**src/rtl/pcsc_pkg.sv**
```systemverilog
package pcsc_pkg;
  localparam int PIN_N    = 6;   // detect1, detect2, batt1, batt2, ready, wprot
  localparam int CHG_N    = 6;   // detect, batt1, batt2, ready, wprot, timeout
  localparam int STAT_W   = 14;
  localparam int LIVE_LSB = 8;
  localparam int GAP_W    = LIVE_LSB - CHG_N;

  typedef enum logic { WSEL_ACK = 1'b0, WSEL_ENA = 1'b1 } wsel_e;

  // change vector from current and previous synchronised level
  function automatic logic [CHG_N-1:0] edge_bits(input logic [PIN_N-1:0] now,
                                                 input logic [PIN_N-1:0] old,
                                                 input logic tmo);
    logic [PIN_N-1:0] d;
    d = now ^ old;
    return {tmo, d[5], d[4], d[3], d[2], d[1] | d[0]};
  endfunction

  function automatic logic [STAT_W-1:0] pack_status(input logic [PIN_N-1:0] live,
                                                    input logic [CHG_N-1:0] chg);
    return {live, {GAP_W{1'b0}}, chg};
  endfunction

  function automatic logic both_high(input logic [PIN_N-1:0] live);
    return live[0] & live[1];
  endfunction

  function automatic logic both_low(input logic [PIN_N-1:0] live);
    return ~live[0] & ~live[1];
  endfunction
endpackage

```
**src/rtl/pcsc_sync.sv**
```systemverilog
module pcsc_sync #(
  parameter int W     = 6,
  parameter int DEPTH = 2
) (
  input  logic         clk,
  input  logic         rst_n,
  input  logic [W-1:0] din,
  output logic [W-1:0] lvl,
  output logic [W-1:0] lvl_d
);
  logic [W-1:0] stg [DEPTH+1];

  always_ff @(posedge clk or negedge rst_n) begin
    if (!rst_n) begin
      for (int i = 0; i <= DEPTH; i++) stg[i] <= '0;
    end else begin
      stg[0] <= din;
      for (int i = 1; i <= DEPTH; i++) stg[i] <= stg[i-1];
    end
  end

  assign lvl   = stg[DEPTH-1];
  assign lvl_d = stg[DEPTH];
endmodule

```
**src/rtl/pcsc_sock.sv**
```systemverilog
module pcsc_sock
  import pcsc_pkg::*;
(
  input  logic             clk,
  input  logic             rst_n,
  input  logic [PIN_N-1:0] lvl,
  input  logic [PIN_N-1:0] lvl_d,
  input  logic             tmo,
  input  logic             ack_we,
  input  logic [CHG_N-1:0] ack_mask,
  input  logic             en_we,
  input  logic             en_val,
  input  logic             grant,
  output logic [CHG_N-1:0] chg,
  output logic             en,
  output logic             occ,
  output logic             req_ins,
  output logic             req_rem
);
  logic [CHG_N-1:0] set_vec;
  logic [CHG_N-1:0] clr_vec;
  logic [CHG_N-1:0] chg_q;
  logic             en_q;
  logic             occ_q;

  assign set_vec = edge_bits(lvl, lvl_d, tmo);
  assign clr_vec = ack_we ? ack_mask : '0;

  always_ff @(posedge clk or negedge rst_n) begin
    if (!rst_n) begin
      chg_q <= '0;
      en_q  <= 1'b0;
      occ_q <= 1'b0;
    end else begin
      chg_q <= (chg_q & ~clr_vec) | set_vec;   // set wins over clear
      if (en_we) en_q <= en_val;
      if (grant) occ_q <= ~occ_q;
    end
  end

  assign req_ins = both_high(lvl) & ~occ_q;
  assign req_rem = both_low(lvl) & occ_q;
  assign chg     = chg_q;
  assign en      = en_q;
  assign occ     = occ_q;
endmodule

```
**src/rtl/pcsc_evt_arb.sv**
```systemverilog
module pcsc_evt_arb #(
  parameter  int NSOCK  = 2,
  localparam int SOCK_W = (NSOCK > 1) ? $clog2(NSOCK) : 1
) (
  input  logic              clk,
  input  logic              rst_n,
  input  logic [NSOCK-1:0]  req_ins,
  input  logic [NSOCK-1:0]  req_rem,
  output logic [NSOCK-1:0]  grant,
  output logic              evt_ins,
  output logic              evt_rem,
  output logic [SOCK_W-1:0] evt_sock
);
  logic              found;
  logic [SOCK_W-1:0] sel_idx;
  logic              ins_q, rem_q;
  logic [SOCK_W-1:0] sock_q;

  // lowest socket number wins
  always_comb begin
    grant   = '0;
    found   = 1'b0;
    sel_idx = '0;
    for (int i = 0; i < NSOCK; i++) begin
      if (!found && (req_ins[i] || req_rem[i])) begin
        grant[i] = 1'b1;
        found    = 1'b1;
        sel_idx  = SOCK_W'(i);
      end
    end
  end

  always_ff @(posedge clk or negedge rst_n) begin
    if (!rst_n) begin
      ins_q  <= 1'b0;
      rem_q  <= 1'b0;
      sock_q <= '0;
    end else begin
      ins_q  <= |(grant & req_ins);
      rem_q  <= |(grant & req_rem);
      sock_q <= found ? sel_idx : '0;
    end
  end

  assign evt_ins  = ins_q;
  assign evt_rem  = rem_q;
  assign evt_sock = sock_q;
endmodule

```
**src/rtl/pcsc_status_top.sv**
```systemverilog
module pcsc_status_top
  import pcsc_pkg::*;
#(
  parameter  int NSOCK      = 2,
  parameter  int SYNC_DEPTH = 2,
  localparam int SOCK_W     = (NSOCK > 1) ? $clog2(NSOCK) : 1
) (
  input  logic                     clk,
  input  logic                     rst_n,
  input  logic [NSOCK-1:0]         cd1_raw,
  input  logic [NSOCK-1:0]         cd2_raw,
  input  logic [NSOCK-1:0]         bvd1_raw,
  input  logic [NSOCK-1:0]         bvd2_raw,
  input  logic [NSOCK-1:0]         rdy_raw,
  input  logic [NSOCK-1:0]         wp_raw,
  input  logic [NSOCK-1:0]         tmo_pulse,
  input  logic                     wr_en,
  input  logic                     wr_sel,
  input  logic [SOCK_W-1:0]        wr_sock,
  input  logic [STAT_W-1:0]        wr_data,
  output logic [NSOCK*STAT_W-1:0]  stat_rd,
  output logic                     irq_stat,
  output logic                     evt_ins,
  output logic                     evt_rem,
  output logic [SOCK_W-1:0]        evt_sock
);
  logic [NSOCK-1:0] req_ins_vec, req_rem_vec, grant_vec;
  logic [NSOCK-1:0] occ_vec, en_vec, pend_vec;
  logic             ack_hit, ena_hit;
  logic             unused_wr_hi;

  assign ack_hit      = wr_en && (wsel_e'(wr_sel) == WSEL_ACK);
  assign ena_hit      = wr_en && (wsel_e'(wr_sel) == WSEL_ENA);
  assign unused_wr_hi = ^wr_data[STAT_W-1:CHG_N];

  for (genvar s = 0; s < NSOCK; s++) begin : g_sock
    logic [PIN_N-1:0] raw, lvl, lvl_d;
    logic [CHG_N-1:0] chg;
    logic             hit;

    assign raw = {wp_raw[s], rdy_raw[s], bvd2_raw[s], bvd1_raw[s], cd2_raw[s], cd1_raw[s]};
    assign hit = (wr_sock == SOCK_W'(s));

    pcsc_sync #(.W(PIN_N), .DEPTH(SYNC_DEPTH)) u_sync (
      .clk(clk), .rst_n(rst_n), .din(raw), .lvl(lvl), .lvl_d(lvl_d)
    );

    pcsc_sock u_sock (
      .clk(clk), .rst_n(rst_n), .lvl(lvl), .lvl_d(lvl_d), .tmo(tmo_pulse[s]),
      .ack_we(ack_hit && hit), .ack_mask(wr_data[CHG_N-1:0]),
      .en_we(ena_hit && hit), .en_val(wr_data[0]), .grant(grant_vec[s]),
      .chg(chg), .en(en_vec[s]), .occ(occ_vec[s]),
      .req_ins(req_ins_vec[s]), .req_rem(req_rem_vec[s])
    );

    assign pend_vec[s]                  = |chg;
    assign stat_rd[s*STAT_W +: STAT_W]  = pack_status(lvl, chg);
  end

  pcsc_evt_arb #(.NSOCK(NSOCK)) u_arb (
    .clk(clk), .rst_n(rst_n), .req_ins(req_ins_vec), .req_rem(req_rem_vec),
    .grant(grant_vec), .evt_ins(evt_ins), .evt_rem(evt_rem), .evt_sock(evt_sock)
  );

  assign irq_stat = |(en_vec & pend_vec);
endmodule

```
**config.mk**
```make
export PLATFORM = sky130hd
export DESIGN_NAME = pcsc_status_top
export DESIGN_NICKNAME = d
export VERILOG_FILES = /design/src/rtl/pcsc_pkg.sv /design/src/rtl/pcsc_sync.sv /design/src/rtl/pcsc_sock.sv /design/src/rtl/pcsc_evt_arb.sv /design/src/rtl/pcsc_status_top.sv
export SDC_FILE = /design/constraint.sdc
export NUM_CORES = 1
export LEC_CHECK = 0
export BUFFER_PORTS_ARGS = -buffer_cell sky130_fd_sc_hd__buf_2
export CORE_UTILIZATION = 25
export CTS_CLUSTER_DIAMETER = 100
export CTS_CLUSTER_SIZE = 12
export DETAILED_ROUTE_END_ITERATION = 7
export MAX_ROUTING_LAYER = met4
export PLACE_DENSITY = 0.47
export SLEW_MARGIN = 20
export SYNTH_ARGS = -nofsm -noshare
export SYNTH_HDL_FRONTEND = slang
export SYNTH_SLANG_ARGS = --single-unit
```
**constraint.sdc**
```tcl
create_clock -name clk -period 1.5 [get_ports clk]
set_clock_uncertainty 0.2 [all_clocks]
set_input_delay 0.3 -clock clk [delete_from_list [all_inputs] [get_ports clk]]
set_output_delay 0.3 -clock clk [all_outputs]
set_load 0.01 [all_outputs]
```
==> flow_metrics.tcl <==
set metrics [dict create \
    status "finished with violations" \
    violations "setup timing" \
    dieArea_um2 8280 \
    startpoint_type "flop" \
    numPortBuffers 52 \
    fin_crit_ns 2.15 \
    synth.top_cell.area_share_pct 69.5 \
    totalNegativeSetupSlack_ns -0.654 \
    nets 257 \
    drc 0 \
    die_h_um 91.0 \
    dp_slack_ns -0.369 \
    io_pins 65 \
    initial_core_util_pct 25.7 \
    rsz0062_at_grt "true" \
    synth_area_leader_cell "dfrtp_1" \
    antennaDiodeCount 0 \
    synthFlopType "dfrtp_1" \
    vias_per_cell 3.90 \
    grt_pass1_wl_um 6180 \
    ys_ff_latch 55 \
    std_cell_rows 32 \
    synth.top_cells.by_count "dfrtp_1 (55), buf_4 (16), nand2_1 (15), xor2_1 (12), a21o_1 (11)" \
    syn_inst 142 \
    worst_slack_ns -0.654 \
    antenna_left 0 \
    min_path_cells 2 \
    ir_drop_mv 0.423 \
    antenna_found_initial 0 \
    dp_cells 295 \
    crit_type "flop to primary output" \
    overflow 0 \
    stdcell_count 327 \
    hold_viol_final 0 \
    wl_per_cell_um 11.7 \
    grt_max_degree 56 \
    place_area_um2 2370 \
    cts_max_level 2 \
    track_usage_pct 10.1 \
    gp_congestion 0.784 \
    dr.first_iter.drc_count 25 \
    hold_ws_ns 0.0670 \
    cts_buffer_depth 2 \
    grt_pass1_vias 1240 \
    p_total_mw 2.81 \
    final_core_util_pct 36.1 \
    post-dp-hpwl_um 2560 \
    synth.area.top_cells "dfrtp_1 (70%), buf_4 (6.1%), xor2_1 (5.3%)" \
    syn_avg_cell_area_um2 13.9 \
    numClockSinks 55 \
    final_area_um2 2780 \
    async_flop_share_pct 100 \
    firstDrtPassIters 3 \
    hold_class "input port to flop" \
    synth_edf_count 0 \
    drv_slew 0 \
    crit_arrival_ns 1.65 \
    crit_required_ns 1.00 \
    layout-area-overhead-vs-synth_pct 40.3 \
    layout-drive-gt1-share_pct 40.9 \
    power_density_nw_per_um2 1010 \
    power.leakage_nw 1.25 \
    ys_types 29 \
    worst-path-max-fanout 2 \
    fp.dieW_um 91.0 \
    cp-end-kind "primary output" \
    clock_latency_ns 0.31 \
    core_area_um2 7690 \
    ys_warn_count 0 \
    worstRegToRegCells 3 \
    fmax_ghz 0.464 \
    setup_violations 1 \
    vias 1276 \
    fin_crit_sh_pct 144 \
    syn_area_um2 1980 \
    cts_buffers 5 \
    yosysSeqAreaShare_pct 69.5 \
    cts_tree "yes" \
    clkSlewWorstSetupHoldPaths_ns 0.10 \
    synthMostInstantiatedCell "dfrtp_1" \
    wirelength_um 3830 \
    drv_cap 0 \
    root_buffer "clkbuf_8" \
]
[cell families (layout without fill, tap and decap cells)]
group	Yosys count	in the layout	synth area share, %
DFF	55	55	69.5
adders and majority gates	1	1	0.506
buffers and inverters	19	99	6.76
and+or+nand+nor	28	28	7.52
other	1	4	0.189
muxes	2	2	1.14
AOI/OAI and AO/OA	24	24	9.04
xor gates and xnor gates	12	12	5.31
[critical path, cell delays in order, from the launching register on]
cell and delay, ns:
dfrtp_1 0.40, or4_4 0.54, o31ai_2 0.18, nand2_1 0.09
buf_2 0.14
[what timing repair did]
action,CTS,global route
resized for setup,4,18
buffers inserted,1,11
hold buffers,15,0
gates cloned,0,2
pin swaps,0,1
hold endpoints to repair,69,0
endpoints found under the setup margin,3,13
[flip-flops by register name, indices dropped and copies added, names as in the netlist]
name                 flops
g_sock.u_sock.chg       12
g_sock.u_sock.en         2
g_sock.u_sock.occ        2
g_sock.u_sync.lvl       12
g_sock.u_sync.lvl_d     12
g_sock.u_sync.stg       12
u_arb.evt_ins            1
u_arb.evt_rem            1
u_arb.evt_sock           1
[worst paths after layout]
kind,start,endpoint,slack (ns)
setup / recovery,g_sock[0].u_sock.chg[4]$_DFF_PN0_,irq_stat,-0.65
setup reg to reg,g_sock[0].u_sync.lvl[1]$_DFF_PN0_,g_sock[1].u_sock.occ$_DFFE_PN0P_,0.04
max in group asynchronous,rst_n,g_sock[1].u_sync.lvl[3]$_DFF_PN0_,0.54
min in group asynchronous,rst_n,g_sock[0].u_sync.lvl_d[5]$_DFF_PN0_,0.32
hold reg to reg,g_sock[1].u_sync.stg[15]$_DFF_PN0_,g_sock[1].u_sync.lvl[3]$_DFF_PN0_,0.16
hold / removal,wr_data[0],g_sock[0].u_sock.en$_DFFE_PN0P_,0.07
[report_power, final]
| part | total [mW] | internal, mW | leakage [nW] | switching (mW) |
|---|---|---|---|---|
| combinational | 0.358 | 0.199 | 0.586 | 0.160 |
| clock | 0.835 | 0.339 | 0.0489 | 0.496 |
| sequential | 1.62 | 1.57 | 0.615 | 0.0504 |
| total | 2.81 | 2.11 | 1.25 | 0.706 |
[cell type report]
class,count,area (um2)
fillers,777,4910
flip-flops and latches,55,1380
repair buffers,91,677
multi-input cells,71,504
well taps,102,128
clock buffers,5,68.8
clock inverters,3,22.5
[layout by cell type, fill, tap and decap left out]
master         count
a211o_1            2
a21boi_0           1
a21o_1            11
a21oi_1            2
a221oi_2           1
and3b_1            2
buf_12             1
buf_2             45
buf_4             15
buf_6             15
clkbuf_8           5
clkinv_2           1
conb_1             4
dfrtp_1           55
dlygate4sd3_1     15
inv_6              2
maj3_1             1
mux2_2             2
nand2_1           15
nand3_1            1
nand3b_1           1
nor2_1             2
nor2b_1            1
nor3_1             1
nor3b_1            1
nor3b_2            1
o21ai_0            2
o21bai_1           1
o221a_1            1
o31a_1             1
o31ai_2            2
or3b_1             1
or4_4              2
xor2_1            12
[layer usage]
metal	GRT usage (%)	share of wire [%]	routed length, um
met5	-	0	0
met1	12.6	47	1790
met4	4.37	2.4	91
met2	15.2	46	1780
met3	3.02	4.5	171
(Power assumes the default switching activity.)
